### src/rtl/smram_pkg.sv
package smram_pkg;
  typedef struct packed {
    logic [1:0] rsvd;
    logic       open;
    logic       close;
    logic       lock;
    logic [2:0] seg;
  } smram_ctrl_t;

  localparam logic [7:0] CTRL_WR_MASK = 8'h3F;
  localparam logic [2:0] SEG_A_CODE   = 3'b010;
  localparam logic [1:0] SEG_VALID_HI = 2'b01;
endpackage

### src/rtl/smram_ctrl_reg.sv
module smram_ctrl_reg
  import smram_pkg::*;
(
  input  logic        clk_i,
  input  logic        rst_ni,
  input  logic        we_i,
  input  logic [7:0]  wdata_i,
  output smram_ctrl_t ctrl_o
);
  smram_ctrl_t ctrl_q;

  always_ff @(posedge clk_i or negedge rst_ni) begin
    if (!rst_ni)                    ctrl_q <= '0;
    else if (we_i && !ctrl_q.lock)  ctrl_q <= smram_ctrl_t'(wdata_i & CTRL_WR_MASK);
  end

  assign ctrl_o = ctrl_q;


  lock_sticky_chk: assert property (@(posedge clk_i) disable iff (!rst_ni)
    ctrl_q.lock |=> ctrl_q.lock);

  locked_write_ignored_chk: assert property (@(posedge clk_i) disable iff (!rst_ni)
    (ctrl_q.lock && we_i) |=> $stable(ctrl_q));
endmodule

### src/rtl/smram_win_decode.sv
module smram_win_decode #(
  parameter int unsigned ADDR_W    = 32,
  parameter int unsigned SEG_SHIFT = 16,
  parameter int unsigned SEG_BASE  = 'hA
) (
  input  logic [ADDR_W-1:0] addr_i,
  input  logic [2:0]        seg_i,
  output logic              hit_o
);
  import smram_pkg::*;
  localparam int unsigned TAG_W = ADDR_W - SEG_SHIFT;

  logic             seg_ok;
  logic [TAG_W-1:0] tag;

  // codes 010/011 map to consecutive 64 KB segments from SEG_BASE
  assign seg_ok = (seg_i[2:1] == SEG_VALID_HI);
  assign tag    = TAG_W'(SEG_BASE) + TAG_W'(seg_i[0]);
  assign hit_o  = seg_ok && (addr_i[ADDR_W-1:SEG_SHIFT] == tag);
endmodule

### src/rtl/smram_route.sv
module smram_route
  import smram_pkg::*;
(
  input  logic        hit_i,
  input  logic        smm_i,
  input  logic        fetch_i,
  input  smram_ctrl_t ctrl_i,
  output logic        dram_o
);
  logic open_eff;

  // window opens to normal code only in the A segment
  assign open_eff = ctrl_i.open && (ctrl_i.seg == SEG_A_CODE);

  always_comb begin
    if (!hit_i)      dram_o = 1'b0;
    else if (smm_i)  dram_o = fetch_i ? 1'b1 : !ctrl_i.close;
    else             dram_o = open_eff;
  end
endmodule

### src/rtl/smram_access_ctrl.sv
module smram_access_ctrl
  import smram_pkg::*;
#(
  parameter int unsigned ADDR_W    = 32,
  parameter int unsigned SEG_SHIFT = 16,
  parameter int unsigned SEG_BASE  = 'hA
) (
  input  logic              clk_i,
  input  logic              rst_ni,
  input  logic              cfg_we_i,
  input  logic [7:0]        cfg_wdata_i,
  output logic [7:0]        cfg_rdata_o,
  input  logic              smm_active_i,
  input  logic [ADDR_W-1:0] acc_addr_i,
  input  logic              acc_fetch_i,
  output logic              win_hit_o,
  output logic              route_dram_o
);
  smram_ctrl_t ctrl;

  smram_ctrl_reg u_reg (
    .clk_i   (clk_i),
    .rst_ni  (rst_ni),
    .we_i    (cfg_we_i),
    .wdata_i (cfg_wdata_i),
    .ctrl_o  (ctrl)
  );

  smram_win_decode #(
    .ADDR_W    (ADDR_W),
    .SEG_SHIFT (SEG_SHIFT),
    .SEG_BASE  (SEG_BASE)
  ) u_dec (
    .addr_i (acc_addr_i),
    .seg_i  (ctrl.seg),
    .hit_o  (win_hit_o)
  );

  smram_route u_route (
    .hit_i   (win_hit_o),
    .smm_i   (smm_active_i),
    .fetch_i (acc_fetch_i),
    .ctrl_i  (ctrl),
    .dram_o  (route_dram_o)
  );

  assign cfg_rdata_o = ctrl;


  rsvd_zero_chk: assert property (@(posedge clk_i) disable iff (!rst_ni)
    cfg_rdata_o[7:6] == 2'b00);

  smm_fetch_dram_chk: assert property (@(posedge clk_i) disable iff (!rst_ni)
    (smm_active_i && win_hit_o && acc_fetch_i) |-> route_dram_o);

  closed_to_pci_chk: assert property (@(posedge clk_i) disable iff (!rst_ni)
    (!smm_active_i && !cfg_rdata_o[5]) |-> !route_dram_o);

  miss_no_dram_chk: assert property (@(posedge clk_i) disable iff (!rst_ni)
    !win_hit_o |-> !route_dram_o);
endmodule

### config.mk
export PLATFORM = sky130hd
export DESIGN_NAME = smram_access_ctrl
export DESIGN_NICKNAME = d
export VERILOG_FILES = /design/src/rtl/smram_pkg.sv /design/src/rtl/smram_ctrl_reg.sv /design/src/rtl/smram_win_decode.sv /design/src/rtl/smram_route.sv /design/src/rtl/smram_access_ctrl.sv
export SDC_FILE = /design/constraint.sdc
export NUM_CORES = 1
export LEC_CHECK = 0
export ABC_CLOCK_PERIOD_IN_PS = 1500
export CAP_MARGIN = 10
export CORE_AREA = 2 2 46 48
export DETAILED_ROUTE_END_ITERATION = 8
export DIE_AREA = 0 0 48 50
export HOLD_SLACK_MARGIN = 0.02
export PLACE_DENSITY_LB_ADDON = 0.05
export SYNTH_ARGS = -nofsm -noshare
export SYNTH_HDL_FRONTEND = slang
export SYNTH_HIERARCHICAL = 1
export SYNTH_SLANG_ARGS = --single-unit
### constraint.sdc
create_clock -name clk_i -period 1.5 [get_ports clk_i]
set_input_delay 0.45 -clock clk_i [delete_from_list [all_inputs] [get_ports clk_i]]
set_output_delay 0.45 -clock clk_i [all_outputs]
set_load 0.02 [all_outputs]
## Yosys cells after proc, flatten, opt, wreduce, memory -nomap -nowiden

Index checks and enable logic that the tools add are counted.

| storage, ports and cells | value |
|---|---|
| bits in registers | 6 |
| input bits | 45 |
| output and inout bits | 10 |

| operators by class | value |
|---|---|
| add/subtract/negate cells | 1 |
| eq/ne operators | 3 |
| mux-type cells | 3 |
| reduce and logical (&&, ||, !) cells | 5 |

Operators by type and width:

| kind | number |
|---|---|
| 16-bit equality test | 1 |
| 4-bit by 1-bit adder with 5-bit output (first input constant) | 1 |
| 3-bit by 2-bit equality test with 1-bit output (second input constant) | 1 |
| 1-bit logical AND | 3 |
| 1-bit 2-to-1 mux | 3 |
| 2-bit by 1-bit equality test with 1-bit output (second input constant) | 1 |
| 1-bit zero test | 2 |

## Longest topological paths before layout

Gate-level depths: netlist of run 1.

| depth | value |
|---|---|
| word-level depth | 4 |
| depth in mapped cells | 4 |
| depth with buffers taken out | 4 |

## Hierarchy

The synthesis of run 1 kept the hierarchy.

Modules (own cells, without submodules):

| module | instances | cells an instance | area each (µm²) |
|---|---|---|---|
| smram_ctrl_reg | 1 | 16 | 247.7 |
| smram_win_decode | 1 | 7 | 71.3 |
| smram_route | 1 | 3 | 30.0 |

## Least setup slack after synthesis of run 1

No wires, ideal clock.

| timing | value |
|---|---|
| path type | input port to output port |
| from | in acc_addr_i[20] |
| to | out route_dram_o |
| data arrival time | 1595 ps |
| data required time | 1050 ps |
| setup slack | -545 ps |
| cell stages on the path | 4 |
| cells stage by stage | nor4b_2 > nand4_1 > nor4_2 > o211a_1 |

| between the ends | value |
|---|---|
| longest elaborated chain between the ends | 3 |

RTL lines:

| element | RTL line | source |
|---|---|---|
| start: declaration | smram_access_ctrl.sv:14 | `input logic [ADDR_W-1:0] acc_addr_i,` |
| 16-bit equality test | smram_win_decode.sv:19 | `assign hit_o = seg_ok && (addr_i[ADDR_W-1:SEG_SHIFT] == tag);` |
| 1-bit logical AND | smram_win_decode.sv:19 |  |
| net win_hit_o | smram_access_ctrl.sv:16 | `output logic win_hit_o,` |
| 1-bit 2-to-1 mux | smram_route.sv:16 | `if (!hit_i) dram_o = 1'b0;` |
| end: declaration | smram_access_ctrl.sv:17 | `output logic route_dram_o` |

The timed path passes the listed nets, and every way through them passes these cells.

## Final worst setup path of run 1

| timing | value |
|---|---|
| from | in acc_addr_i[21] |
| to | out route_dram_o |

| between the ends | value |
|---|---|
| longest elaborated chain between the ends | 3 |

RTL lines:

| element | RTL line |
|---|---|
| 16-bit equality test | smram_win_decode.sv:19 |
| 1-bit logical AND | smram_win_decode.sv:19 |
| 1-bit 2-to-1 mux | smram_route.sv:16 |

No other way between the ends.

==> impl_metrics.json, run 1 <==
{
  "antenna_cells": 0,
  "worstSkewPairLatency_ns": 0.24,
  "fin_nets": 114,
  "grt_max_degree": 7,
  "cp.arrival_ns": 1.50,
  "finalMaxSlewViolations": 0,
  "postCtsSetupBuffers": 0,
  "multiInputGateArea_um2": 235.2,
  "hold_violations": 0,
  "n_fill_cell": 176,
  "viasPerCell": 4.011,
  "die_w_um": 48,
  "critPathKind": "primary input to output pin",
  "required_ns": 1.05,
  "synth_edf_count": 0,
  "total_power_uw": 626.1,
  "cts_buffers": 3,
  "synthTopCellsByCount": "dfrtp_1 (6), mux2_2 (5), buf_4 (2), nor4_2 (2)",
  "worstSetupStartpointType": "primary input",
  "hp-class": "primary input to asynchronous set/reset pin",
  "period_minus_slack_ns": 1.946,
  "rsz0062_at_grt": "yes",
  "syn_area_um2": 349.1,
  "yosysTopAreaCellShare": 0.4301,
  "drtIter0Drc": 3,
  "ir_drop_uv": 456.9,
  "place_area_um2": 775.7,
  "drv_cap": 0,
  "yosys_warnings": 6,
  "antenna_found_initial": 0,
  "wl_per_cell_um": 11.13,
  "synth_top_flop_cell": "dfrtp_1",
  "cts_hold_buf": 0,
  "core_um2": 1902,
  "syn2layout_area_growth_pct": 127.2,
  "synth_seq_area_share": 0.4301,
  "cellLeakagePower_uw": 0.0003548,
  "design_area_um2": 793.3,
  "layout-drive-gt1-share": 0.5075,
  "syn_avg_cell_area_um2": 13.43,
  "root_buffer": "clkbuf_4",
  "layout.cells.non_filler": 94,
  "start_util": 0.1836,
  "h-tree-depth": 1,
  "grt_overflow": 0,
  "r2r_cells": 2,
  "grt_pass1_vias": 397,
  "powerDensity_nw_per_um2": 789.2,
  "period_share": 1.297,
  "grtUsageTotal": 0.09250,
  "num_vias": 377,
  "synth_seq_cells": 6,
  "ioPinCount": 55,
  "routed_wl_mm": 1.046,
  "violations": "negative setup slack",
  "cts_buffer_depth": 2,
  "rows": 16,
  "synthCells": 26,
  "cts_num_sinks": 6,
  "ys_types": 15,
  "finalWorstSetupSlack_ns": -0.4461,
  "final-setup-viol-count": 2,
  "largest_reg_flops": 6,
  "fp.dieH_um": 50,
  "synth_area_leaders": "dfrtp_1 (43%), mux2_2 (16%), nor4_2 (7.2%)",
  "synth-async-reset-ratio": 1.000,
  "post-dp-hpwl_um": 870.6,
  "placed_cells": 91,
  "fin_tns_setup_ns": -0.7862,
  "yosysTopAreaCell": "dfrtp_1",
  "cts_tree": "built",
  "hold_ws_ns": 0.4507,
  "seq_area_um2": 150.1,
  "port_buffers": 34,
  "die-area_um2": 2400,
  "outcome": "finished, violations left",
  "fmaxAchievable_ghz": 0.5138,
  "crit_fanout": 2,
  "globalplace.congestion": 0.5730,
  "yosysMostFrequentCell": "dfrtp_1",
  "ant_nets": 0,
  "drc": 0,
  "clkTransAtPathRegs_ns": 0.05,
  "finClkSkew_ns": 0.004943,
  "dr.pass1.iters": 3,
  "grt_first_pass_wirelength_mm": 1.587,
  "cp-end-kind": "output pin"
}
==> power breakdown <==
| group | total, µW | switching (µW) | internal, µW | leakage (µW) |
|---|---|---|---|---|
| clock network | 142 | 52.0 | 90.1 | 0.0000138 |
| registers | 212 | 18.0 | 194 | 0.0000682 |
| logic | 272 | 108 | 165 | 0.000273 |
==> final cells by class <==
| cell class | instances | area share |
|---|---|---|
| timing repair buffer | 39 | 0.4432 |
| multi-input combinational | 19 | 0.2965 |
| sequential | 6 | 0.1893 |
| tap | 27 | 0.04259 |
| clock buffer | 3 | 0.02839 |
==> logic make-up after synthesis <==
kind of cell	count (synthesis)	synth area share
AND/OR/NAND/NOR	9	0.2760
XOR/XNOR	1	0.02509
AO/OA/AOI/OAI	2	0.05377
multiplexers	5	0.1613
flip-flops	6	0.4301
other	1	0.01074
buffers and inverters	2	0.04300
==> layer usage <==
layer  up-vias  share of wire  track usage
met2        28           0.48       0.1533
met4         0              0      0.02703
met5         -              0            0
met3         0           0.14      0.02564
li1        179              -            -
met1       170           0.38       0.1119
==> what timing repair did <==
| item | CTS | global route |
|---|---|---|
| pin swaps | 6 | 4 |
| resized for setup | 61 | 6 |
| endpoints found under the hold margin | 0 | 0 |
| setup endpoints to repair | 8 | 6 |
==> cells in the final DEF (no fill, tap or decap), types with 3 or more instances in the layout <==
master	n
clkbuf_2	3
mux2_2	5
clkdlybuf4s15_1	4
clkdlybuf4s50_1	12
dlygate4sd2_1	3
buf_4	5
dfrtp_1	6
buf_6	4
buf_2	4
clkbuf_4	3
==> path summary, 6_finish.rpt <==
check	startpoint	end	slack (ns)
setup / recovery	acc_addr_i[21]	route_dram_o	-0.45
hold / removal	rst_ni	u_reg/ctrl_o[3]$_DFFE_PN0P_	0.45
setup reg to reg	u_reg/ctrl_o[3]$_DFFE_PN0P_	u_reg/ctrl_o[4]$_DFFE_PN0P_	0.41
hold reg to reg	u_reg/ctrl_o[3]$_DFFE_PN0P_	u_reg/ctrl_o[3]$_DFFE_PN0P_	0.55
max in group asynchronous	rst_ni	u_reg/ctrl_o[4]$_DFFE_PN0P_	0.83
min in group clk_i	u_reg/ctrl_o[3]$_DFFE_PN0P_	u_reg/ctrl_o[3]$_DFFE_PN0P_	0.55
==> through the flow <==
stage | worst slack, ns | utilization
6_report | -0.4461 | 0.4171
5_1_grt | -0.5078 | 0.4171
4_1_cts | -0.5961 | 0.4217
3_5_place_dp | -1.304 | 0.4079
3_3_place_gp | -1.271 | 0.4079
2_1_floorplan | -0.4210 | -
==> worst max-delay path, cell delays in order <==
cell             delay, ns
clkdlybuf4s50_1       0.44
nor4_4                0.29
o211a_1               0.20
buf_6                 0.12
(Power assumes the default switching activity.)
==> run 2: changes to the inputs <==
Settings changed: SKIP_LAST_GASP set to 1.
==> results of run 2 <==
No change in the layout: final DEF, timing and power equal those of run 1.
